$ cat config.mk
export PLATFORM = sky130hd
export DESIGN_NAME = lvd_ctrl
export DESIGN_NICKNAME = d
export VERILOG_FILES = /design/src/rtl/lvd_ctrl.sv
export SDC_FILE = /design/constraint.sdc
export NUM_CORES = 1
export LEC_CHECK = 0
export BUFFER_PORTS_ARGS = -buffer_cell sky130_fd_sc_hd__buf_2
export CORE_ASPECT_RATIO = 1.25
export CORE_MARGIN = 2
export CORE_UTILIZATION = 51
export DETAILED_ROUTE_END_ITERATION = 6
export PLACE_DENSITY = 0.81
export SLEW_MARGIN = 20
export SYNTH_ARGS = -nofsm -noshare
export SYNTH_HDL_FRONTEND = slang
export SYNTH_SLANG_ARGS = --single-unit
$ cat constraint.sdc
create_clock -name clk -period 4.35 [get_ports clk]
set_input_delay 0.6525 -clock clk [delete_from_list [all_inputs] [get_ports clk]]
set_output_delay 0.6525 -clock clk [all_outputs]
set_load 0.01 [all_outputs]
$ cat src/rtl/lvd_ctrl.sv
module lvd_ctrl #(
  parameter int SETTLE_CYCLES = 300,
  parameter int LVL_W = 4,
  parameter logic [LVL_W-1:0] LVL_INIT = '0
) (
  input  logic             clk,
  input  logic             rst_n,
  input  logic             rst_from_lvd,
  input  logic [1:0]       mode,
  input  logic             det_en,
  input  logic             cmp_low,
  input  logic             bus_sel,
  input  logic             bus_wr,
  input  logic [7:0]       bus_wdata,
  output logic [7:0]       bus_rdata,
  output logic [LVL_W-1:0] level_sel,
  output logic             irq_pulse,
  output logic             rst_req
);
  localparam int CW = $clog2(SETTLE_CYCLES + 1);
  localparam logic [1:0] MODE_IR = 2'b10;

  logic          unlock;
  logic [LVL_W-1:0] level;
  logic [CW-1:0] settle;
  logic          sync1, sync2, flag_q, irq_q;
  logic          ir_mode, flag, mask, irq_evt, wr_stat, wr_lvl, lvl_chg;
  logic [7:0]    lvl_rd;
  logic          unused_wbits;

  assign ir_mode = (mode == MODE_IR);
  assign flag    = det_en & sync2;
  assign mask    = ir_mode & (unlock | (settle != '0));
  assign irq_evt = flag & ~flag_q & ~mask;
  assign wr_stat = bus_wr & ~bus_sel;
  assign wr_lvl  = bus_wr & bus_sel & unlock;
  assign lvl_chg = wr_lvl && (bus_wdata[LVL_W-1:0] != level);
  assign unused_wbits = ^bus_wdata;

  always_comb begin
    lvl_rd = '0;
    lvl_rd[LVL_W-1:0] = level;
  end

  assign bus_rdata = bus_sel ? lvl_rd : {unlock, 5'b0, mask, flag};
  assign level_sel = level;
  assign irq_pulse = irq_q;
  assign rst_req   = ir_mode & flag & ~mask;

  always_ff @(posedge clk) begin
    if (!rst_n) begin
      sync1  <= 1'b0;
      sync2  <= 1'b0;
      flag_q <= 1'b0;
      irq_q  <= 1'b0;
      settle <= '0;
      level  <= LVL_INIT;
      if (!rst_from_lvd) unlock <= 1'b0;
    end else begin
      sync1  <= cmp_low;
      sync2  <= sync1;
      flag_q <= flag;
      irq_q  <= irq_evt;
      if (wr_stat && ir_mode) unlock <= bus_wdata[7];
      if (wr_lvl) level <= bus_wdata[LVL_W-1:0];
      if (irq_evt || lvl_chg) settle <= CW'(SETTLE_CYCLES);
      else if (settle != '0)  settle <= settle - 1'b1;
    end
  end

  assert_status_pad_R1: assert property (@(posedge clk) disable iff (!rst_n)
    !bus_sel |-> bus_rdata[6:2] == 5'b0);

  assert_level_locked_R4: assert property (@(posedge clk) disable iff (!rst_n)
    !unlock |=> $stable(level_sel));

  assert_unlock_mode_R5: assert property (@(posedge clk) disable iff (!rst_n)
    $rose(unlock) |-> $past(mode) == MODE_IR);

  assert_unlock_masks_R6: assert property (@(posedge clk) disable iff (!rst_n)
    (ir_mode && unlock) |-> !rst_req);

  assert_irq_unmasked_R9: assert property (@(posedge clk) disable iff (!rst_n)
    irq_pulse |-> !$past(mask));

  assert_irq_single_R9: assert property (@(posedge clk) disable iff (!rst_n)
    irq_pulse |=> !irq_pulse);
endmodule

Word level (Yosys, flattened, before mapping):

Cells that the tools add are included.
Widths: inputs -> output; s select.

* output and inout bits: 14
* register bits after elaboration: 18
* bits of input ports: 17
* logic and storage cells: 40

* reductions and logical operators: 7
* muxes and demuxes: 6
* add/sub/neg operators: 1
* eq/ne operators: 4
* bitwise logic cells: 14

Operators with widths (number)
* $mux 9: 2
* $and 1x1->1: 9
* $reduce_bool 9->1: 1
* $sub 9x1->9 const B: 1
* $mux 8: 1
* $ne 4x4->1: 1
* $not 1->1: 4
* $mux 1: 3
* $eq 2x2->1 const B: 1
* $logic_and 1x1->1: 2
* $ne 2x1->1 const B: 1
* $ne 2x2->1 const B: 1
* $reduce_and 2->1: 1
* $reduce_bool 2->1: 1
* $reduce_or 2->1: 1
* $logic_or 1x1->1: 1
* $or 1x1->1: 1

Logic depth before layout (Yosys ltp):

Gate-level depths: netlist (run 1).

* depth in word-level cells: 7
* depth in mapped cells: 6

Worst setup path before layout (run 1):

OpenSTA, ideal clock, no wires.

* path kind: flip-flop to output port
* from: reg settle[0]
* to: out rst_req
* data required time: 3697 ps
* setup slack: 2128 ps
* arrival time: 1570 ps
* stages on the path, launching flop included: 6
* cells stage by stage: dfxtp_1 > inv_1 > ha_1 > nor4b_1 > nand2_1 > nor4_1

* word-level cells in the longest chain between the ends: 5

RTL lines
* start: declaration: RTL line 25 `logic [CW-1:0] settle;`
* start signal: assignment: RTL line 66 `if (irq_evt || lvl_chg) settle <= CW'(SETTLE_CYCLES);`
* start signal: assignment: RTL line 67 `else if (settle != '0) settle <= settle - 1'b1;`
* $reduce_bool 9->1: RTL line 33 `assign mask = ir_mode & (unlock | (settle != '0));`
* $or 1x1->1: RTL line 33
* $and 1x1->1: RTL line 33
* $not 1->1: RTL line 48 `assign rst_req = ir_mode & flag & ~mask;`
* $and 1x1->1: RTL line 48
* end: declaration: RTL line 18 `output logic rst_req`

No other way between the ends.

Final worst setup path (run 1):

Same ends and word-level chain as after synthesis.

==> results by group, run 1 <==
Place
  • Placed cells: 132
  • RD Place Congestion: 0.756
  • Area of placed instances: 982 um^2
  • # port buffers: 24
  • Dpl ws: 1.95 ns
  • Dpl hpwl: 1300 um

STA
  • Worst slew pin tran: 0.555 ns
  • Final setup viols: 0
  • Slew HR: 0.624
  • Clock skew: 0.00301 ns
  • Period utilization: 0.632
  • Peak Freq: 0.364 GHz
  • Final WS setup: 1.60 ns
  • Setup TNS: 0 ns
  • Max Slew Vio Count: 0
  • Min Tclk post-route: 2.75 ns
  • Fin. Hold Viols: 0
  • RSZ-0062 raised after global routing: false
  • Worst hold slack: 0.455 ns

Detailed routing
  • Routed Antenna Nets: 0
  • Drt via density: 5.61
  • Wire length per cell: 12.4 um
  • Iter 0 DRT Violations: 9
  • Vias: 763
  • DRT Pass-1 Iters: 4
  • DRC violations left: 0
  • Final wirelength: 1680 um

Clock network
  • Sink Count: 18
  • Worst skew pair latency: 0.29 ns
  • Post-CTS setup buffers: 0
  • Clk buf depth: 2
  • TritonCTS clock tree: done
  • Post-cts hold buffer count: 0
  • CTS buffer count: 3
  • # resized after CTS: 0
  • H-tree depth: 1
  • Clock root buffer: clkbuf_4
  • Reg clk slew, reported paths: 0.10 ns

Setup path
  • Max stage delay cell, worst path: nor4b_1
  • Worst-path cell chain: inv_1 > ha_1 > nor4b_1 > nand2_1 > nor4_1 > buf_2
  • CP Max Fanout: 5
  • Max stage delay on crit path: 0.48 ns
  • Setup CP Type: flip-flop to output pin
  • CP Capture Type: output pin
  • Critical path data required time: 3.70 ns
  • Data arrival, critical path: 2.10 ns
  • Startpoint Class: flip-flop

Synth
  • Fraction of registers with async set/reset: 0
  • Post-synth EDFFs: 1
  • Synth Flop Type: dfxtp_1
  • Sequential area share after synthesis: 0.430
  • YS warnings: 0
  • Synthesized area: 862 um^2
  • Post-Syn Instances: 93
  • Syn avg cell area: 9.27 um^2
  • Flops & latches, synth: 18
  • Cell variety after synth: 37

Floorplanning
  • Cell row count: 16
  • Die height: 50.0 um
  • Die area: 0.00204 mm^2
  • Overall die width: 40.8 um
  • Core ar.: 0.00158 mm^2
  • Initial Utilization: 0.545
  • IO Pins: 31

Pwr
  • Leak pwr: 0.466 nW
  • Max VDD drop: 0.339 mV
  • Pwr dens: 564 mW/mm^2
  • Power, Total: 0.575 mW

Finish
  • Fill cell count: 140
  • Cell area after layout: 0.00102 mm^2
  • Share of layout cells above drive strength 1: 0.297
  • Seq. cell area: 370 um^2
  • # diodes: 0
  • Commonest non-fill, non-tap cells in the layout: 24 x buf_2, 17 x dfxtp_1, 11 x nor2_1
  • Final cell count without fillers: 136
  • Post-Route Utilization: 0.644
  • Nets: 137
  • Leading cell type in the layout, fill and taps excluded: buf_2
  • Area of the multi-input gates: 454 um^2
  • Area Growth Syn to Fin: 18.1%

GRT
  • Global-route wire length before repair: 2810 um
  • Largest net degree at the start of global routing: 12
  • Tot GR Track Use: 0.198
  • Initial antenna violation count: 0
  • Vias in the first global route: 678
  • GR Overflow Total: 0

Hold path
  • Tightest Hold Check Type: flip-flop to flip-flop

Run status
  • Outcome: finished, final reports clean

Job
  • Max-Cap Viols: 0
==> routing by layer <==
layer	track usage	part of all wire	vias to the layer above
li1	-	-	379
met3	0.0405	0.037	4
met5	0	0	-
met1	0.253	0.44	359
met2	0.302	0.51	21
met4	0.100	0.015	0
==> path summary, 6_finish.rpt <==
path                  start  cells past startpoint   endpoint  slack, ns
setup / recovery  settle[0]                      6    rst_req       1.60
hold / removal        sync1                      1      sync2       0.45
setup reg to reg  settle[0]                      6  settle[1]       2.33
hold reg to reg       sync1                      1      sync2       0.45
==> Yosys cell counts, types with 3 or more instances <==
master,number,area [um^2]
nand2_1,3,11.3
mux2i_1,4,40.0
xnor2_1,6,52.6
dfxtp_1,17,340
buf_4,3,22.5
and2_1,5,31.3
inv_1,4,15.0
o21ai_0,3,15.0
a31oi_1,3,18.8
a21oi_1,4,20.0
nor2_1,11,41.3
==> critical path, delay by kind of cell (launching register included) <==
family                     cells  cell delay, ns
and+or+nand+nor                3            1.03
DFF                            1            0.35
adders and majority gates      1            0.20
buffers and inverters          2            0.24
==> flip-flops by register name, indices dropped and copies added, names as in the netlist <==
name       cells
sync2          1
level_sel      4
unlock         1
irq_pulse      1
sync1          1
flag_q         1
settle         9
==> layout make-up <==
| type | count | area share |
|---|---|---|
| Multi-Input combinational cell | 68 | 0.446 |
| Sequential cell | 18 | 0.364 |
| Timing Repair Buffer | 24 | 0.118 |
| Clock buffer | 4 | 0.0356 |
| Tap cell | 18 | 0.0221 |
| Inverter | 4 | 0.0147 |
==> where the power goes <==
group          internal, mW  leakage, nW  switching, mW
Sequential            0.205        0.148         0.0452
Clock                0.0510       0.0210         0.0531
Combinational         0.109        0.297          0.111
==> cell families after synthesis <==
family | Yosys count | synth area share
AOI/OAI and AO/OA | 17 | 0.132
DFF | 18 | 0.430
buffers and inverters | 9 | 0.0522
and+or+nand+nor | 35 | 0.237
other | 1 | 0.00435
adders and majority gates | 1 | 0.0145
xor gates and xnor gates | 7 | 0.0711
muxes | 5 | 0.0595
No activity file was read; power rests on OpenSTA's default activity.
==> run 2: changes to the inputs <==
--- a/config.mk
+++ b/config.mk
@@ -8,9 +8,9 @@
 export BUFFER_PORTS_ARGS = -buffer_cell sky130_fd_sc_hd__buf_2
 export CORE_ASPECT_RATIO = 1.25
 export CORE_MARGIN = 2
-export CORE_UTILIZATION = 51
+export CORE_UTILIZATION = 47
 export DETAILED_ROUTE_END_ITERATION = 6
-export PLACE_DENSITY = 0.81
+export PLACE_DENSITY = 0.75
 export SLEW_MARGIN = 20
 export SYNTH_ARGS = -nofsm -noshare
 export SYNTH_HDL_FRONTEND = slang
==> constraint.sdc (replaced) <==
create_clock -name clk -period 2.7 [get_ports clk]
set_input_delay 0.405 -clock clk [delete_from_list [all_inputs] [get_ports clk]]
set_output_delay 0.405 -clock clk [all_outputs]
set_load 0.01 [all_outputs]
==> run 2 against run 1 <==
  * Largest power group unchanged
  * Design area down 0.86%
  * Routed wire length down 1.1%
  * Sequential share of layout area up 0.32 points
  * Hold slack worse by 0.14 ns
  * Clock power up 32%
  * Utilization down 6.5 points
  * Combinational power up 62%
==> results by group, run 2 (same netlist as run 1, synthesis figures left out) <==
Clock network
  • TritonCTS clock tree: done
  • Post-cts hold buffer count: 0
  • # resized after CTS: 0
  • Sink Count: 18
  • Clk buf depth: 2
  • Post-CTS setup buffers: 0
  • Reg clk slew, reported paths: 0.10 ns
  • Worst skew pair latency: 0.29 ns
  • Clock root buffer: clkbuf_4
  • H-tree depth: 1
  • CTS buffer count: 3

Place
  • Placed cells: 133
  • # port buffers: 24
  • RD Place Congestion: 0.810
  • Dpl hpwl: 1320 um
  • Area of placed instances: 983 um^2
  • Dpl ws: 0.596 ns

Finish
  • Fill cell count: 170
  • Leading cell type in the layout, fill and taps excluded: buf_2
  • Largest register by flop count: settle
  • Final cell count without fillers: 137
  • Share of layout cells above drive strength 1: 0.288
  • Area Growth Syn to Fin: 17.1%
  • Cell area after layout: 0.00101 mm^2
  • Largest register FFs: 9
  • # diodes: 0
  • Commonest non-fill, non-tap cells in the layout: 24 x buf_2, 17 x dfxtp_1, 11 x nor2_1
  • Nets: 137

Hold path
  • Hold Crit Endpoint: sync1
  • Worst hold path depth: 2
  • Tightest Hold Check Type: input port to flip-flop
  • Hold path start: cmp_low

Detailed routing
  • Wire length per cell: 12.1 um
  • Iter 0 DRT Violations: 9
  • DRT Pass-1 Iters: 4
  • Vias: 728
  • Routed Antenna Nets: 0
  • Final wirelength: 1660 um
  • DRC violations left: 0
  • Drt via density: 5.31

Floorplanning
  • Cell row count: 17
  • IO Pins: 31
  • Die height: 51.9 um
  • Die area: 0.00219 mm^2
  • Initial Utilization: 0.494
  • Core ar.: 0.00174 mm^2
  • Overall die width: 42.3 um

Pwr
  • Max VDD drop: 0.676 mV
  • Pwr dens: 886 mW/mm^2
  • Power, Total: 0.895 mW
  • Leak pwr: 0.460 nW

GRT
  • Vias in the first global route: 669
  • Initial antenna violation count: 0
  • Largest net degree at the start of global routing: 12
  • Global-route wire length before repair: 2700 um
  • Tot GR Track Use: 0.165
  • GR Overflow Total: 0

Setup path
  • Max stage delay cell, worst path: nor4b_1
  • RR Endpoint: settle[5]
  • Startpoint Class: flip-flop
  • FF-to-FF path depth: 6
  • Worst-path cell chain: inv_1 > ha_1 > nor4b_1 > nand2_1 > nor4_1 > buf_2
  • Critical path data required time: 2.30 ns
  • Reg2reg start: settle[0]
  • CP Max Fanout: 5
  • Max stage delay on crit path: 0.43 ns
  • Data arrival, critical path: 2.02 ns
  • Flop2flop setup slack: 0.72 ns
  • Setup CP Type: flip-flop to output pin
  • CP Capture Type: output pin

STA
  • Min Tclk post-route: 2.43 ns
  • Max Slew Vio Count: 0
  • Peak Freq: 0.412 GHz
  • RSZ-0062 raised after global routing: false
  • Setup TNS: 0 ns
  • Fin. Hold Viols: 0
  • Worst slew pin tran: 0.503 ns
  • Slew HR: 0.662
  • Period utilization: 0.899
  • Final setup viols: 0
  • Final WS setup: 0.273 ns
  • Clock skew: 0.00583 ns

Run status
  • Outcome: finished, final reports clean

Job
  • Max-Cap Viols: 0
run 2: how the worst max path moves through the flow:
| stage | endpoint | slack, ns | start | depth (start not counted) |
|---|---|---|---|---|
| 2_1_floorplan | rst_req | 0.73 | settle[0] | 5 |
| 3_3_place_gp | rst_req | 0.59 | settle[0] | 6 |
| 3_5_place_dp | rst_req | 0.60 | settle[0] | 6 |
| 4_1_cts | rst_req | 0.25 | settle[0] | 6 |
| 5_1_grt | rst_req | 0.05 | settle[0] | 6 |
| 6_report | rst_req | 0.27 | settle[0] | 6 |
run 2: metal layers:
| layer | share of wire | routed length [um] | vias to the layer above | GRT usage |
|---|---|---|---|---|
| met5 | 0 | 0 | - | 0 |
| met1 | 0.42 | 703 | 332 | 0.189 |
| li1 | - | - | 373 | - |
| met4 | 0.024 | 40 | 0 | 0.0938 |
| met3 | 0.044 | 73 | 5 | 0.0347 |
| met2 | 0.51 | 843 | 18 | 0.282 |
run 2: worst max-delay path: cells and delay by family, from the launching register on:
kind                     cells  cell delay [ns]
AND/OR/NAND/NOR              3             0.96
flip-flops                   1             0.34
buffers and inverters        2             0.23
adder cells (fa/ha/maj)      1             0.20
run 2: power by group:
| group | leakage (nW) | total [mW] | internal (mW) | switching [mW] |
|---|---|---|---|---|
| Clock | 0.0150 | 0.137 | 0.0575 | 0.0797 |
| Combinational | 0.297 | 0.357 | 0.175 | 0.182 |
| Sequential | 0.148 | 0.401 | 0.330 | 0.0705 |
| Total | 0.460 | 0.895 | 0.563 | 0.332 |
run 2: final cells by class:
| type | instances | area (um^2) | area share |
|---|---|---|---|
| Multi-Input combinational cell | 68 | 454 | 0.450 |
| Sequential cell | 18 | 370 | 0.367 |
| Timing Repair Buffer | 24 | 120 | 0.119 |
| Clock buffer | 4 | 26.3 | 0.0260 |
| Tap cell | 19 | 23.8 | 0.0235 |
| Inverter | 4 | 15.0 | 0.0149 |
run 2: metrics by stage:
stage / hold slack (ns) / util
2_1_floorplan: 0.412 / -
3_3_place_gp: 0.418 / 0.564
3_5_place_dp: 0.428 / 0.564
4_1_cts: 0.309 / 0.579
5_1_grt: 0.302 / 0.579
6_report: 0.316 / 0.579
==> run 3: changes to the inputs <==
--- a/config.mk
+++ b/config.mk
@@ -5,12 +5,13 @@
 export SDC_FILE = /design/constraint.sdc
 export NUM_CORES = 1
 export LEC_CHECK = 0
+export ABC_AREA = 1
 export BUFFER_PORTS_ARGS = -buffer_cell sky130_fd_sc_hd__buf_2
 export CORE_ASPECT_RATIO = 1.25
 export CORE_MARGIN = 2
-export CORE_UTILIZATION = 47
+export CORE_UTILIZATION = 49
 export DETAILED_ROUTE_END_ITERATION = 6
-export PLACE_DENSITY = 0.75
+export PLACE_DENSITY = 0.77
 export SLEW_MARGIN = 20
 export SYNTH_ARGS = -nofsm -noshare
 export SYNTH_HDL_FRONTEND = slang
==> run 3 against run 2 <==
  * Utilization up 2.7 points
  * Synthesized area is 11% higher
  * Die area is 5.5% higher
  * Flip-flop and latch count unchanged
  * Largest cell class unchanged
  * Highest routed layer unchanged
==> results by group, run 3 <==
Run status
  • Outcome: finished, final reports clean

Place
  • Area of placed instances: 0.00107 mm^2
  • Placed cells: 176
  • Dpl hpwl: 1420 um
  • RD Place Congestion: 0.799
  • # port buffers: 24

Detailed routing
  • Final wirelength: 1770 um
  • Vias: 856
  • DRC violations left: 0
  • Iter 0 DRT Violations: 11
  • Wire length per cell: 9.82 um
  • Routed Antenna Nets: 0
  • Drt via density: 4.76
  • DRT Pass-1 Iters: 4

GRT
  • Vias in the first global route: 756
  • Largest net degree at the start of global routing: 12
  • GR Overflow Total: 0
  • Global-route wire length before repair: 2840 um
  • Tot GR Track Use: 0.168
  • Initial antenna violation count: 0

Job
  • Max-Cap Viols: 0

Setup path
  • Data arrival, critical path: 1.59 ns
  • Flop2flop setup slack: 1.29 ns
  • CP Max Fanout: 4
  • CP Capture Type: output pin
  • Startpoint Class: flip-flop
  • Critical path data required time: 2.30 ns
  • Setup CP Type: flip-flop to output pin

Finish
  • Largest register by flop count: settle
  • Fill cell count: 181
  • Leading cell type in the layout, fill and taps excluded: nand2_1
  • Nets: 180
  • Area of the multi-input gates: 473 um^2
  • Largest register FFs: 9
  • # diodes: 0
  • Cell area after layout: 0.00110 mm^2
  • Commonest non-fill, non-tap cells in the layout: 30 x nand2_1, 24 x buf_2, 22 x inv_1
  • Share of layout cells above drive strength 1: 0.242
  • Final cell count without fillers: 180
  • Area Growth Syn to Fin: 15.0%
  • Seq. cell area: 370 um^2

Synth
  • Area fraction of the dominant cell type after synthesis: 0.357
  • Syn avg cell area: 7.01 um^2
  • Most frequent cells after synthesis: 30 x nand2_1, 22 x inv_1, 17 x dfxtp_1
  • Post-synth top area cell: dfxtp_1
  • Cell variety after synth: 23
  • Synthesized area: 953 um^2
  • Post-synth EDFFs: 1
  • Sequential area share after synthesis: 0.388
  • Post-Syn Instances: 136
  • Fraction of registers with async set/reset: 0
  • Synth Flop Type: dfxtp_1
  • Main area contributors after synthesis: dfxtp_1 36%, nand2_1 12%, inv_1 8.7%
  • Flops & latches, synth: 18
  • YS warnings: 0
  • Most frequent cell after synthesis: nand2_1

STA
  • Min Tclk post-route: 2.00 ns
  • Worst hold slack: 0.277 ns
  • Setup TNS: 0 ns
  • Fin. Hold Viols: 0
  • Peak Freq: 0.500 GHz
  • Clock skew: 0.00723 ns
  • Period utilization: 0.741
  • Final setup viols: 0
  • RSZ-0062 raised after global routing: false
  • Max Slew Vio Count: 0

Clock network
  • Post-cts hold buffer count: 0
  • Post-CTS setup buffers: 0
  • Clk buf depth: 2
  • CTS buffer count: 3
  • Clock root buffer: clkbuf_4
  • # resized after CTS: 0
  • Worst skew pair latency: 0.30 ns
  • H-tree depth: 1
  • TritonCTS clock tree: done
  • Reg clk slew, reported paths: 0.10 ns
  • Sink Count: 18

Floorplanning
  • Overall die width: 43.5 um
  • IO Pins: 31
  • Cell row count: 17
  • Die height: 53.3 um
  • Initial Utilization: 0.527
  • Die area: 0.00232 mm^2
  • Core ar.: 0.00181 mm^2

Pwr
  • Pwr dens: 929 mW/mm^2
  • Power, Total: 1.02 mW
  • Max VDD drop: 0.619 mV
  • Leak pwr: 0.621 nW

Hold path
  • Tightest Hold Check Type: input port to flip-flop
==> run 3: worst max-delay path, stage by stage (launching register included) <==
cell	delay, ns
dfxtp_1	0.39
inv_1	0.06
ha_1	0.24
nand2_2	0.13
nor2_4	0.05
nand3_2	0.07
nand2_2	0.06
o21ai_0	0.15
buf_2	0.15
==> run 3: final cells by class <==
class / instances / area share
Inverter: 22 / 0.0753
Tap cell: 19 / 0.0217
Sequential cell: 18 / 0.338
Timing Repair Buffer: 24 / 0.110
Clock buffer: 4 / 0.0240
Multi-Input combinational cell: 93 / 0.432
==> run 3: final timing paths <==
| path | startpoint | end | cells after the start |
|---|---|---|---|
| hold reg to reg | sync1 | sync2 | 2 |
| setup / recovery | settle[0] | bus_rdata[1] | 8 |
| hold / removal | cmp_low | sync1 | 3 |
| setup reg to reg | settle[0] | settle[1] | 9 |
==> run 3: through the flow <==
stage           util  setup WS (ns)
2_1_floorplan      -           1.08
3_3_place_gp   0.592           1.06
3_5_place_dp   0.592           1.01
4_1_cts        0.606          0.674
5_1_grt        0.606          0.588
6_report       0.606          0.701
==> run 3: kinds of logic (layout without fill, tap and decap cells) <==
kind of cell	count (synthesis)	after routing	share of synthesized area
xor gates and xnor gates	7	7	0.0643
other	1	3	0.00393
buffers and inverters	27	50	0.123
AOI/OAI and AO/OA	10	10	0.0538
and+or+nand+nor	72	72	0.353
DFF	18	18	0.388
adders and majority gates	1	1	0.0131
==> run 3: where the power goes <==
| part | switching, mW | internal [mW] | total, mW |
|---|---|---|---|
| sequential | 0.0514 | 0.333 | 0.384 |
| clock | 0.0850 | 0.0577 | 0.143 |
| combinational | 0.291 | 0.200 | 0.491 |
==> run 3: layer usage <==
metal  up-vias  wire length [um]  global-route usage
met5         -                 0                   0
met2        20               877               0.303
met1       373               768               0.173
met4         0                47               0.131
li1        458                 -                   -
met3         5                74              0.0205
